File: config.mk
export PLATFORM = sky130hd
export DESIGN_NAME = usb_ep_hs_ctrl
export DESIGN_NICKNAME = d
export VERILOG_FILES = /design/src/rtl/usb_ep_pkg.sv /design/src/rtl/usb_ep_csr_bank.sv /design/src/rtl/usb_ep_dev_regs.sv /design/src/rtl/usb_ep_hs_decide.sv /design/src/rtl/usb_ep_hs_ctrl.sv
export SDC_FILE = /design/constraint.sdc
export NUM_CORES = 1
export LEC_CHECK = 0
export ABC_AREA = 1
export BUFFER_PORTS_ARGS = -buffer_cell sky130_fd_sc_hd__buf_4
export CAP_MARGIN = 40
export CORE_MARGIN = 8
export CORE_UTILIZATION = 40
export DETAILED_ROUTE_END_ITERATION = 10
export MAX_ROUTING_LAYER = met4
export PLACE_DENSITY_LB_ADDON = 0.2
export REMOVE_ABC_BUFFERS = 1
export SYNTH_ARGS = -nofsm -noshare
export SYNTH_HDL_FRONTEND = slang
export SYNTH_HIERARCHICAL = 1
export SYNTH_SLANG_ARGS = --single-unit
File: constraint.sdc
create_clock -name clk -period 1 [get_ports clk]
set_input_delay 0.15 -clock clk [delete_from_list [all_inputs] [get_ports clk]]
set_output_delay 0.15 -clock clk [all_outputs]
set_load 0.01 [all_outputs]
File: src/rtl/usb_ep_pkg.sv
package usb_ep_pkg;
  localparam int CTL_W   = 6;
  localparam int B_ARM   = 0;
  localparam int B_EN    = 1;
  localparam int B_DIR   = 2;
  localparam int B_ISO   = 3;
  localparam int B_STALL = 4;
  localparam int B_ZLP   = 5;

  typedef enum logic [2:0] {
    HS_NONE  = 3'd0,
    HS_NAK   = 3'd1,
    HS_STALL = 3'd2,
    HS_DATA  = 3'd3,
    HS_ACK   = 3'd4
  } hs_code_e;
endpackage

File: src/rtl/usb_ep_csr_bank.sv
module usb_ep_csr_bank
  import usb_ep_pkg::*;
#(
  parameter int NUM_EP  = 4,
  parameter int AW      = 5,
  parameter int DATA_W  = 16,
  parameter int EP_BASE = 8,
  localparam int EP_W   = (NUM_EP > 1) ? $clog2(NUM_EP) : 1
) (
  input  logic                     clk,
  input  logic                     rst,
  input  logic                     bus_wr,
  input  logic [AW-1:0]            bus_addr,
  input  logic [DATA_W-1:0]        bus_wdata,
  input  logic                     xfer_done,
  input  logic [EP_W-1:0]          xfer_ep,
  output logic [NUM_EP*CTL_W-1:0]  ctl_flat
);
  for (genvar i = 0; i < NUM_EP; i++) begin : g_ep
    localparam logic [AW-1:0] MY_ADDR = AW'(EP_BASE + 2*i);
    logic [CTL_W-1:0] ctl_q;
    logic             wr_hit;
    logic             clr_hit;

    assign wr_hit  = bus_wr && (bus_addr == MY_ADDR);
    assign clr_hit = xfer_done && (xfer_ep == EP_W'(i));

    // later assignment to the arm bit gives hardware clear priority
    always_ff @(posedge clk) begin
      if (rst) begin
        ctl_q <= '0;
      end else begin
        if (wr_hit)  ctl_q <= bus_wdata[CTL_W-1:0];
        if (clr_hit) ctl_q[B_ARM] <= 1'b0;
      end
    end

    assign ctl_flat[i*CTL_W +: CTL_W] = ctl_q;
  end
endmodule

File: src/rtl/usb_ep_dev_regs.sv
module usb_ep_dev_regs #(
  parameter int AW        = 5,
  parameter int DATA_W    = 16,
  parameter int DEVADDR_W = 7,
  parameter int FRAME_W   = 11,
  parameter int ADDR_REG  = 0
) (
  input  logic                 clk,
  input  logic                 rst,
  input  logic                 bus_wr,
  input  logic [AW-1:0]        bus_addr,
  input  logic [DATA_W-1:0]    bus_wdata,
  input  logic                 sof_valid,
  input  logic [FRAME_W-1:0]   sof_frame,
  output logic [DEVADDR_W-1:0] dev_addr_q,
  output logic [FRAME_W-1:0]   frame_q
);
  localparam logic [AW-1:0] DEV_A = AW'(ADDR_REG);

  always_ff @(posedge clk) begin
    if (rst) begin
      dev_addr_q <= '0;
    end else if (bus_wr && bus_addr == DEV_A) begin
      dev_addr_q <= bus_wdata[DEVADDR_W-1:0];
    end
  end

  always_ff @(posedge clk) begin
    if (rst) begin
      frame_q <= '0;
    end else if (sof_valid) begin
      frame_q <= sof_frame;
    end
  end
endmodule

File: src/rtl/usb_ep_hs_decide.sv
module usb_ep_hs_decide
  import usb_ep_pkg::*;
#(
  parameter int NUM_EP    = 4,
  parameter int LEN_W     = 12,
  parameter int MAX_BULK  = 64,
  parameter int MAX_ISO   = 1024,
  localparam int EP_W     = (NUM_EP > 1) ? $clog2(NUM_EP) : 1
) (
  input  logic                    clk,
  input  logic                    rst,
  input  logic [NUM_EP*CTL_W-1:0] ctl_flat,
  input  logic                    tok_valid,
  input  logic [EP_W-1:0]         tok_ep,
  input  logic                    tok_in,
  input  logic [LEN_W-1:0]        tok_len,
  output logic                    resp_valid,
  output logic [2:0]              resp_code,
  output logic                    resp_iso,
  output logic                    resp_zlp
);
  localparam logic [LEN_W-1:0] LIM_BULK = LEN_W'(MAX_BULK);
  localparam logic [LEN_W-1:0] LIM_ISO  = LEN_W'(MAX_ISO);

  logic [CTL_W-1:0] ctl_a [NUM_EP];
  logic [CTL_W-1:0] cur;
  hs_code_e         code_d;
  logic             iso_d;
  logic             zlp_d;

  always_comb begin
    for (int i = 0; i < NUM_EP; i++) ctl_a[i] = ctl_flat[i*CTL_W +: CTL_W];
  end

  assign cur = ctl_a[tok_ep];

  always_comb begin
    code_d = HS_NONE;
    iso_d  = 1'b0;
    zlp_d  = 1'b0;
    if (!cur[B_EN]) begin
      code_d = HS_NONE;
    end else if (cur[B_STALL] || (cur[B_DIR] != tok_in)) begin
      code_d = HS_STALL;
    end else if (cur[B_ISO]) begin
      if (cur[B_ARM] && tok_len <= LIM_ISO) begin
        iso_d  = 1'b1;
        code_d = tok_in ? HS_DATA : HS_NONE;
        zlp_d  = tok_in && cur[B_ZLP];
      end
    end else if (!cur[B_ARM]) begin
      code_d = HS_NAK;
    end else if (tok_len > LIM_BULK) begin
      code_d = HS_STALL;
    end else if (tok_in) begin
      code_d = HS_DATA;
      zlp_d  = cur[B_ZLP];
    end else begin
      code_d = HS_ACK;
    end
  end

  always_ff @(posedge clk) begin
    if (rst) begin
      resp_valid <= 1'b0;
      resp_code  <= HS_NONE;
      resp_iso   <= 1'b0;
      resp_zlp   <= 1'b0;
    end else begin
      resp_valid <= tok_valid;
      resp_code  <= tok_valid ? code_d : HS_NONE;
      resp_iso   <= tok_valid && iso_d;
      resp_zlp   <= tok_valid && zlp_d;
    end
  end
endmodule

File: src/rtl/usb_ep_hs_ctrl.sv
module usb_ep_hs_ctrl
  import usb_ep_pkg::*;
#(
  parameter int NUM_EP    = 4,
  parameter int AW        = 5,
  parameter int DATA_W    = 16,
  parameter int LEN_W     = 12,
  parameter int FRAME_W   = 11,
  parameter int DEVADDR_W = 7,
  parameter int MAX_BULK  = 64,
  parameter int MAX_ISO   = 1024,
  parameter int ADDR_REG  = 0,
  parameter int FRAME_REG = 2,
  parameter int EP_BASE   = 8,
  localparam int EP_W     = (NUM_EP > 1) ? $clog2(NUM_EP) : 1
) (
  input  logic                 clk,
  input  logic                 rst,
  input  logic                 bus_wr,
  input  logic [AW-1:0]        bus_addr,
  input  logic [DATA_W-1:0]    bus_wdata,
  output logic [DATA_W-1:0]    bus_rdata,
  input  logic                 tok_valid,
  input  logic [EP_W-1:0]      tok_ep,
  input  logic                 tok_in,
  input  logic [LEN_W-1:0]     tok_len,
  input  logic                 xfer_done,
  input  logic [EP_W-1:0]      xfer_ep,
  input  logic                 sof_valid,
  input  logic [FRAME_W-1:0]   sof_frame,
  output logic                 resp_valid,
  output logic [2:0]           resp_code,
  output logic                 resp_iso,
  output logic                 resp_zlp,
  output logic [DEVADDR_W-1:0] dev_addr
);
  localparam logic [AW-1:0] FRM_A = AW'(FRAME_REG);
  localparam logic [AW-1:0] DEV_A = AW'(ADDR_REG);

  logic [NUM_EP*CTL_W-1:0] ctl_flat;
  logic [FRAME_W-1:0]      frame_q;
  logic [DEVADDR_W-1:0]    dev_addr_q;
  logic [DATA_W-1:0]       rd_mux;

  usb_ep_csr_bank #(
    .NUM_EP(NUM_EP), .AW(AW), .DATA_W(DATA_W), .EP_BASE(EP_BASE)
  ) u_csr (
    .clk(clk), .rst(rst), .bus_wr(bus_wr), .bus_addr(bus_addr),
    .bus_wdata(bus_wdata), .xfer_done(xfer_done), .xfer_ep(xfer_ep),
    .ctl_flat(ctl_flat)
  );

  usb_ep_dev_regs #(
    .AW(AW), .DATA_W(DATA_W), .DEVADDR_W(DEVADDR_W), .FRAME_W(FRAME_W),
    .ADDR_REG(ADDR_REG)
  ) u_dev (
    .clk(clk), .rst(rst), .bus_wr(bus_wr), .bus_addr(bus_addr),
    .bus_wdata(bus_wdata), .sof_valid(sof_valid), .sof_frame(sof_frame),
    .dev_addr_q(dev_addr_q), .frame_q(frame_q)
  );

  usb_ep_hs_decide #(
    .NUM_EP(NUM_EP), .LEN_W(LEN_W), .MAX_BULK(MAX_BULK), .MAX_ISO(MAX_ISO)
  ) u_dec (
    .clk(clk), .rst(rst), .ctl_flat(ctl_flat), .tok_valid(tok_valid),
    .tok_ep(tok_ep), .tok_in(tok_in), .tok_len(tok_len),
    .resp_valid(resp_valid), .resp_code(resp_code),
    .resp_iso(resp_iso), .resp_zlp(resp_zlp)
  );

  always_comb begin
    rd_mux = '0;
    if (bus_addr == DEV_A) rd_mux[DEVADDR_W-1:0] = dev_addr_q;
    if (bus_addr == FRM_A) rd_mux[FRAME_W-1:0]   = frame_q;
    for (int i = 0; i < NUM_EP; i++) begin
      if (bus_addr == AW'(EP_BASE + 2*i))
        rd_mux[CTL_W-1:0] = ctl_flat[i*CTL_W +: CTL_W];
    end
  end

  always_ff @(posedge clk) begin
    if (rst) bus_rdata <= '0;
    else     bus_rdata <= rd_mux;
  end

  assign dev_addr = dev_addr_q;
endmodule

# After elaboration in Yosys (flattened, before gate mapping)
# Cells that the tools add are included.
word_totals:
  regBits: 64
  wordCells: 84
  in_bits: 55
  out_inout_bits: 29
classes:
  bitwise: 4
  n_eq_ne: 9
  n_mux: 27
  order_cmp: 3
  n_reduce_logical: 23
op_table:
  columns: ["cell", "n"]
  rows:
  - ["6-bit two-way mux", 6]
  - ["5-bit by 4-bit equality test with 1-bit output, second input constant", 4]
  - ["3-bit two-way mux", 5]
  - ["7-bit two-way mux", 2]
  - ["1-bit logical AND", 13]
  - ["6-bit binary-select mux with 2-bit select", 1]
  - ["12-bit by 7-bit greater-than comparator with 1-bit output, second input constant", 1]
  - ["12-bit by 11-bit <= comparator with 1-bit output, second input constant", 1]
  - ["1-bit two-way mux", 11]
  - ["2-bit OR reduction", 5]
  - ["5-bit by 2-bit equality test with 1-bit output, second input constant", 1]
  - ["5-bit logical NOT", 1]
  - ["2-bit equality test, second input constant", 2]
  - ["2-bit two-way mux", 2]
  - ["4-bit OR reduction", 1]
  - ["3-bit greater-or-equal comparator, second input constant", 1]
  - ["1-bit NOT", 3]
  - ["2-bit NOT with 3-bit output", 1]
  - ["3-bit OR reduction", 1]
  - ["2-bit by 1-bit equality test with 1-bit output, second input constant", 1]
  - ["2-bit logical NOT", 1]
  - ["1-bit logical OR", 1]
  - ["1-bit != test", 1]

# Depth between registers and ports, before layout
# Gate-level depths: netlist (run 1).
logic_depth:
  ltp_word: 11
  ltp_mapped: 10
  mapped_depth_nobuf: 9

# Hierarchy
# The synthesis (run 1) kept the hierarchy.
modules_own_cells:
  columns: ["module", "area_per_inst_um2", "cells_per_inst", "seq_area_each_um2", "n_inst"]
  rows:
  - ["usb_ep_csr_bank", 1207.4, 196, 480.5, 1]
  - ["usb_ep_hs_ctrl", 740.7, 109, 220.2, 1]
  - ["usb_ep_dev_regs", 704.4, 97, 360.3, 1]
  - ["usb_ep_hs_decide", 599.3, 101, 120.1, 1]

# Least setup slack after synthesis (run 1)
# OpenSTA, ideal clock, no wires.
synth_path:
  kind: "input to register"
  startpoint: "in tok_len[10]"
  endpoint: "reg u_dec.resp_code[1]"
  n_path_buf: 0
  setup_ns: 0.109
  path_stages: 7
  t_arrival_ns: 0.900
  path_slack_ns: -0.009
  path_cell_list: "or2_2 -> nor2_1 -> nand3_1 -> nand2_1 -> nand3_1 -> nand2_1 -> inv_1"
synth_via:
  elab_chain_len: 5
  word_cells_on_any_way: 8
  classes_between: "2 x order compare; 5 x mux; 1 x reduce/logical"
synth_lines:
  columns: ["item", "line", "rtl"]
  rows:
  - ["start: declaration", "usb_ep_hs_ctrl.sv:26", "input logic [LEN_W-1:0] tok_len,"]
  - ["12-bit by 7-bit greater-than comparator with 1-bit output / 12-bit by 11-bit <= comparator with 1-bit output (equally long branches)", "usb_ep_hs_decide.sv:53, usb_ep_hs_decide.sv:46", null]
  - ["3-bit two-way mux / 1-bit logical AND (equally long branches)", "usb_ep_hs_decide.sv:53, usb_ep_hs_decide.sv:46", null]
  - ["3-bit two-way mux, on equally long branches", "usb_ep_hs_decide.sv:51, usb_ep_hs_decide.sv:46", null]
  - ["3-bit two-way mux (*)", "usb_ep_hs_decide.sv:45", "end else if (cur[B_ISO]) begin"]
  - ["2-bit two-way mux (*)", "usb_ep_hs_decide.sv:43", "end else if (cur[B_STALL] || (cur[B_DIR] != tok_in)) begin"]
  - ["end signal: assignment", "usb_ep_hs_decide.sv:71", "resp_code <= tok_valid ? code_d : HS_NONE;"]
  - ["end: declaration", "usb_ep_hs_decide.sv:18", "output logic [2:0] resp_code,"]
# Every way passes the cells marked *; elsewhere a longest branch is shown, timed or not.
# A chain may end at the register's enable or synchronous reset.

# Final worst setup path (run 1)
layout_path:
  startpoint: "reg u_csr.g_ep[2].ctl_q[3]"
  endpoint: "reg u_dec.resp_code[1]"
layout_via:
  elab_chain_len: 5
layout_lines:
  columns: ["item", "line", "rtl"]
  rows:
  - ["start: declaration", "usb_ep_csr_bank.sv:21", "logic [CTL_W-1:0] ctl_q;"]
  - ["start signal: assignment", "usb_ep_csr_bank.sv:33", "if (wr_hit) ctl_q <= bus_wdata[CTL_W-1:0];"]
  - ["6-bit binary-select mux with 2-bit select", "usb_ep_hs_decide.sv:35", "assign cur = ctl_a[tok_ep];"]
  - ["6-bit two-way mux (not written as such) (2 in a row)", "usb_ep_hs_decide.sv:35", null]
  - ["3-bit two-way mux", "usb_ep_hs_decide.sv:45", null]
  - ["2-bit two-way mux", "usb_ep_hs_decide.sv:43", null]
# No other way between the ends. The select of a mux whose other input is x is not followed.

==> impl_metrics.csv, run 1 <==
group,metric,value,unit
status,outcome,"finished, violations left",
status,violations,"negative setup slack",
detailed_routing,first_pass_iters,5,
place,io_buffer_count,69,
sta,rsz0062_at_grt,"true",
clock_tree,tritoncts,"yes",
clock_tree,cts-root-buf,"clkbuf_8",
clock_tree,numCtsBuffers,9,
detailed_routing,drt_iter0_drc,214,
detailed_routing,vias,3367,
synth,ys_warn_count,6,
layout,final_cell_mix,"nor2_1 (105), buf_4 (105), nand2_1 (99)",
layout,nNetsFinal,667,
synth,ys_top_cells_by_area,"dfxtp_1 (36%), nor2_1 (12%), nand2_1 (12%)",
layout,drive_gt1_share,32.6,%
synth,yosysUniqueCellTypes,28,
layout,n_antenna_cell,0,
layout,design_area,0.00447,mm²
floorplanning,die_height,106,µm
synth,synth.cell_area,0.00325,mm²
layout,fill_cells,797,
detailed_routing,wire_per_inst,12.6,µm
clock_tree,clk_pin_slew,0.07,ns
critical_path,crit_fanout,3,
detailed_routing,remaining_drc_errors,0,
sta,fin_crit_sh,105,%
critical_path,r2r-start,"u_csr/g_ep[2].ctl_q[3]",
floorplanning,core,0.00805,mm²
critical_path,end_kind,"flip-flop",
grt,grt_max_degree,21,
detailed_routing,drt-vias-per-instance,4.66,
floorplanning,initial_utilization,40.4,%
min_path,worstHoldStart,"sof_frame[5]",
critical_path,slowest_delay,0.35,ns
critical_path,rr_worst_depth,8,
synth,syn-instance-count,503,
power_and_ir_drop,ir_worst_vdd,0.000735,V
detailed_routing,antenna_left,0,
power_and_ir_drop,leakagePower,0.00223,µW
grt,antenna_found_initial,0,
sta,setup_violations,3,
critical_path,slowest_stage,"dfxtp_2",
synth,yosys.area.top_type,"dfxtp_1",
sta,fin_ws,-0.0462,ns
sta,finalHoldViolCount,0,
critical_path,critPathArrivalTime,1.34,ns
sta,max_freq,956,MHz
critical_path,critPathLaunchType,"flip-flop",
layout,finalCoreUtilization,55.5,%
place,dpl_cell_area,0.00415,mm²
floorplanning,dieWidth,106,µm
critical_path,crit_chain,"nand2_2 > nand3_4 > nand2_4 > nor2_4 > nand3_2 > nand3_2 > nand2_2 > inv_1",
synth,synth_area_per_cell,6.46,µm²
floorplanning,dieArea,0.0113,mm²
sta,fin_skew,0.0104,ns
min_path,hold_path.class,"primary input to flip-flop",
clock_tree,clk_latency,0.34,ns
clock_tree,clockBufferDepth,2,
clock_tree,cts_sinks,59,
clock_tree,cts_setup_buffers,0,
grt,grt_overflow,0,
clock_tree,htree_levels,3,
synth,seq_area_frac_synth,36.3,%
critical_path,reg2reg_to,"u_dec/resp_code[1]",
layout,stdcell_count,722,
critical_path,critical_path_class,"flip-flop to flip-flop",
power_and_ir_drop,power_density,1240,mW/mm²
flow_run,cap_viol_max_count,0,
grt,grt_first_pass_wirelength,15000,µm
place,place_congestion,0.917,
synth,synth_top_area_share,36.3,%
detailed_routing,wl,9100,µm
grt,grt_pass1_vias,3241,
critical_path,required,1.29,ns
layout,syn2layout_area_growth,37.3,%
floorplanning,ios,84,
place,dp.cells,705,
grt,grt_usage,16.7,%
place,dpl.hpwl,7140,µm
floorplanning,num_rows,33,
min_path,hold-path-cell-count,3,
critical_path,reg2reg_slack,-0.05,ns
sta,report.final.slew_viol_count,0,
synth,ys_ff_latch,59,
sta,fin_crit,1.05,ns
min_path,holdPathEnd,"u_dev/frame_q[5]",
## area by class of cell
type	instances	area (µm²)	area share [%]
multi-input cells	342	1680	37.5
clock buffers	13	169	3.78
clock inverters	3	45.0	1.01
inverters	88	330	7.40
repair buffers	112	910	20.4
well taps	105	131	2.94
flip-flops and latches	59	1200	27.0
## critical path: cells and delay by family (launching register included)
family / cells / cell delay (ns)
buffers and inverters: 1 / 0.04
flip-flops: 1 / 0.35
AND/OR/NAND/NOR: 7 / 0.61
## kinds of logic (layout without fill, tap and decap cells)
logic type             after synthesis  in the layout  share of synthesized area, %
AOI/OAI and AO/OA                   34             34                          5.46
buffers and inverters              106            216                          14.6
DFF                                 59             59                          36.3
other                                1              5                         0.115
and+or+nand+nor                    303            303                          43.5
## per-stage QoR
step | setup TNS [ns] | setup slack [ns] | hold WS [ns] | power (µW)
after floorplan | -0.00853 | -0.00853 | 0.220 | 2830
after global placement | -2.82 | -0.162 | 0.358 | 3220
after detailed placement | -3.47 | -0.199 | 0.356 | 3230
after CTS | -0.146 | -0.0541 | 0.0182 | 5560
after global routing | -0.443 | -0.127 | 0.0259 | 5780
final | -0.114 | -0.0462 | 0.0297 | 5530
## worst max-delay path by stage
stage / from / endpoint / slack, ns / cells after the start
after global routing: u_csr/g_ep[2].ctl_q[3] / u_dec/resp_code[1] / -0.13 / 8
after global placement: tok_len[10] / u_dec/resp_code[1] / -0.16 / 8
final: u_csr/g_ep[2].ctl_q[3] / u_dec/resp_code[1] / -0.05 / 8
after floorplan: tok_len[10] / u_dec/resp_code[1] / -0.009 / 7
after detailed placement: tok_ep[0] / u_dec/resp_code[1] / -0.20 / 10
after CTS: u_csr/g_ep[2].ctl_q[0] / u_dec/resp_code[1] / -0.05 / 8
## synth_stat cells (all sizes together)
library cell,instances
conb,1
clkbuf,3
nor2,122
nand3,47
inv,87
dfxtp,59
o21ai,28
buf,15
nor3,1
nand4,20
or2,1
nand2,112
a21oi,6
clkinv,1
## where the power goes
| part | total, µW | switching, µW | leakage [µW] | internal, µW |
|---|---|---|---|---|
| Sequential | 2430 | 29.0 | 0.000489 | 2410 |
| Clock | 2320 | 961 | 0.000102 | 1360 |
| Combinational | 776 | 430 | 0.00164 | 346 |
| Total | 5530 | 1420 | 0.00223 | 4110 |
## layer usage
layer  vias up  GRT usage [%]  part of all wire, %
li1       1746              -                    -
met1      1508           19.4                   45
met2       102           27.6                   48
met3        11           4.42                  5.7
met4         0           5.13                  1.4
met5         -              -                    0
## sequential cells by signal, summed over array words and instances, names as in the netlist
register          flops
bus_rdata            11
u_csr/g_ep.ctl_q     24
u_dec/resp_valid      1
u_dev/dev_addr_q      7
u_dec/resp_iso        1
u_dev/frame_q        11
u_dec/resp_zlp        1
u_dec/resp_code       3
## repair_timing
action                                  4_1_cts  5_1_grt
resized for setup                            16       18
hold endpoints to repair                      1        0
hold buffers                                  1        0
endpoints found under the setup margin       10        9
pin swaps                                     3       11
Power figures use the tool's default switching activity.
==> inputs of run 2 (changes only) <==
--- a/config.mk
+++ b/config.mk
@@ -6,7 +6,7 @@
 export NUM_CORES = 1
 export LEC_CHECK = 0
 export ABC_AREA = 1
-export BUFFER_PORTS_ARGS = -buffer_cell sky130_fd_sc_hd__buf_4
+export BUFFER_PORTS_ARGS = -buffer_cell sky130_fd_sc_hd__clkbuf_2
 export CAP_MARGIN = 40
 export CORE_MARGIN = 8
 export CORE_UTILIZATION = 40
==> run 2 against run 1 <==
Against the previous run:
- wire length is 3.1% higher
- critical path type unchanged
- hold slack got worse by 0.016 ns
- largest cell class unchanged
- the run still ends with negative setup slack left
- maximum frequency decreased by 3.8%
- largest power group unchanged
- register-to-register slack got worse by 0.04 ns
- core utilization shrank 2.4 points
==> impl_metrics.csv, run 2 (synthesis results as in run 1) <==
group,metric,value,unit
layout,final_cell_mix,"nor2_1 (105), nand2_1 (102), inv_1 (79)",
critical_path,reg2reg_slack,-0.09,ns
sta,fin_crit,1.09,ns
grt,grt_usage,17.3,%
sta,worst_pin_slew,0.524,ns
detailed_routing,drt-vias-per-instance,4.72,
status,violations,"negative setup slack",
power_and_ir_drop,ir_worst_vdd,0.000646,V
sta,setup_violations,5,
grt,grt_max_degree,21,
grt,grt_pass1_vias,3359,
sta,fin_ws,-0.0878,ns
critical_path,crit_chain,"nand2_2 > nand3_2 > nand3_2 > nand2_2 > nor2_4 > nand3_2 > nand2_2 > inv_2",
sta,rsz0062_at_grt,"true",
status,outcome,"finished, violations left",
sta,fin_crit_sh,109,%
place,io_buffer_count,69,
layout,regMostFlops,"u_csr/g_ep.ctl_q",
min_path,worstHoldStart,"tok_valid",
place,dpl.hpwl,7230,µm
sta,fin_skew,0.00487,ns
clock_tree,numCtsBuffers,9,
floorplanning,ios,84,
layout,finalCoreUtilization,53.0,%
floorplanning,num_rows,33,
detailed_routing,remaining_drc_errors,0,
min_path,hold-path-cell-count,3,
critical_path,critPathArrivalTime,1.34,ns
floorplanning,dieArea,0.0113,mm²
clock_tree,cts_hold_buffers,0,
layout,layout_commonest_cell,"nor2_1",
grt,grt_overflow,0,
critical_path,end_kind,"flip-flop",
place,place_congestion,0.936,
critical_path,critical_path_class,"flip-flop to flip-flop",
detailed_routing,first_pass_iters,6,
sta,fin_hold_ws,0.0133,ns
place,dp.cells,707,
sta,report.final.slew_viol_count,0,
clock_tree,clk_latency,0.35,ns
critical_path,slowest_stage,"dfxtp_2",
power_and_ir_drop,leakagePower,0.00220,µW
floorplanning,initial_utilization,40.4,%
clock_tree,clk_pin_slew,0.07,ns
sta,finalHoldViolCount,0,
flow_run,cap_viol_max_count,0,
clock_tree,clockBufferDepth,2,
critical_path,crit_fanout,2,
critical_path,rr_worst_depth,8,
sta,max_freq,919,MHz
layout,largest_reg_flops,24,
critical_path,critPathLaunchType,"flip-flop",
floorplanning,core,0.00805,mm²
detailed_routing,wl,9380,µm
layout,largestRegisters,"u_csr/g_ep.ctl_q (24), bus_rdata (11), u_dev/frame_q (11)",
detailed_routing,antenna_left,0,
sta,slew_headroom,65.0,%
critical_path,required,1.25,ns
floorplanning,die_height,106,µm
detailed_routing,wire_per_inst,12.9,µm
critical_path,r2r-start,"u_csr/g_ep[2].ctl_q[2]",
min_path,holdPathEnd,"u_dec/resp_valid",
layout,n_antenna_cell,0,
layout,nNetsFinal,674,
clock_tree,tritoncts,"yes",
layout,drive_gt1_share,32.9,%
clock_tree,htree_levels,3,
critical_path,slowest_delay,0.33,ns
clock_tree,cts-root-buf,"clkbuf_8",
grt,grt_first_pass_wirelength,15400,µm
critical_path,reg2reg_to,"u_dec/resp_code[1]",
grt,antenna_found_initial,0,
power_and_ir_drop,power_density,1250,mW/mm²
detailed_routing,vias,3444,
floorplanning,dieWidth,106,µm
min_path,hold_path.class,"primary input to flip-flop",
layout,syn2layout_area_growth,31.3,%
layout,stdcell_count,729,
clock_tree,cts_sinks,59,
detailed_routing,drt_iter0_drc,162,
## run 2: cell types whose count changed in the layout (fill, tap and decap cells not counted), moves of 2 or more
cell / change
clkinv_2: +3
nand2_2: -2
buf_4: -58
clkbuf_2: +68
clkbuf_8: -2
nand2_1: +3
buf_12: -2
## run 2: power breakdown
group / internal [µW] / total (µW) / switching (µW) / leakage (µW)
sequential: 2410 / 2430 / 29.0 / 0.000488
clock: 1210 / 2200 / 996 / 0.0000991
combinational: 278 / 711 / 433 / 0.00161
## run 2: worst max path at each step
| stage | from | endpoint | slack [ns] | cells after the start |
|---|---|---|---|---|
| after floorplan | tok_len[10] | u_dec/resp_code[1] | -0.009 | 7 |
| after global placement | tok_ep[0] | u_dec/resp_zlp | -0.22 | 10 |
| after detailed placement | tok_ep[0] | u_dec/resp_code[1] | -0.21 | 10 |
| after CTS | u_csr/g_ep[0].ctl_q[0] | u_dec/resp_code[1] | -0.03 | 8 |
| after global routing | u_csr/g_ep[2].ctl_q[4] | u_dec/resp_code[1] | -0.12 | 8 |
| final | u_csr/g_ep[2].ctl_q[2] | u_dec/resp_code[1] | -0.09 | 8 |
## run 2: repair_timing
action,CTS,global route
gates resized for setup,21,7
endpoints found under the setup margin,12,10
setup buffers,2,4
pin swaps,9,10
## run 2: critical path: cells and delay by family (launching register included)
family                 cells  cell delay [ns]
and+or+nand+nor            7             0.63
DFF                        1             0.33
buffers and inverters      1             0.03
## run 2: metrics by stage
step	TNS (ns)	cell area [µm²]	total power [µW]	setup WS (ns)
final	-0.228	4270	5350	-0.0878
after global routing	-0.491	4270	5570	-0.116
after CTS	-0.0568	4230	5380	-0.0325
after detailed placement	-6.82	3970	3170	-0.214
after global placement	-5.55	3970	3160	-0.216
after floorplan	-0.00853	3120	2830	-0.00853
## run 2: area by class of cell
type                    count  area, µm²
fillers                   827       3780
clock buffers              11        141
inverters                  88        330
repair buffers            119        758
multi-input cells         342       1650
well taps                 105        131
clock inverters             5       52.6
flip-flops and latches     59       1200
## run 2: routing by layer
layer,GRT usage (%),vias up,part of all wire (%)
li1,-,1771,-
met4,6.83,0,2.0
met3,4.23,18,6.1
met1,20.1,1552,44
met5,-,-,0
met2,28.1,103,48
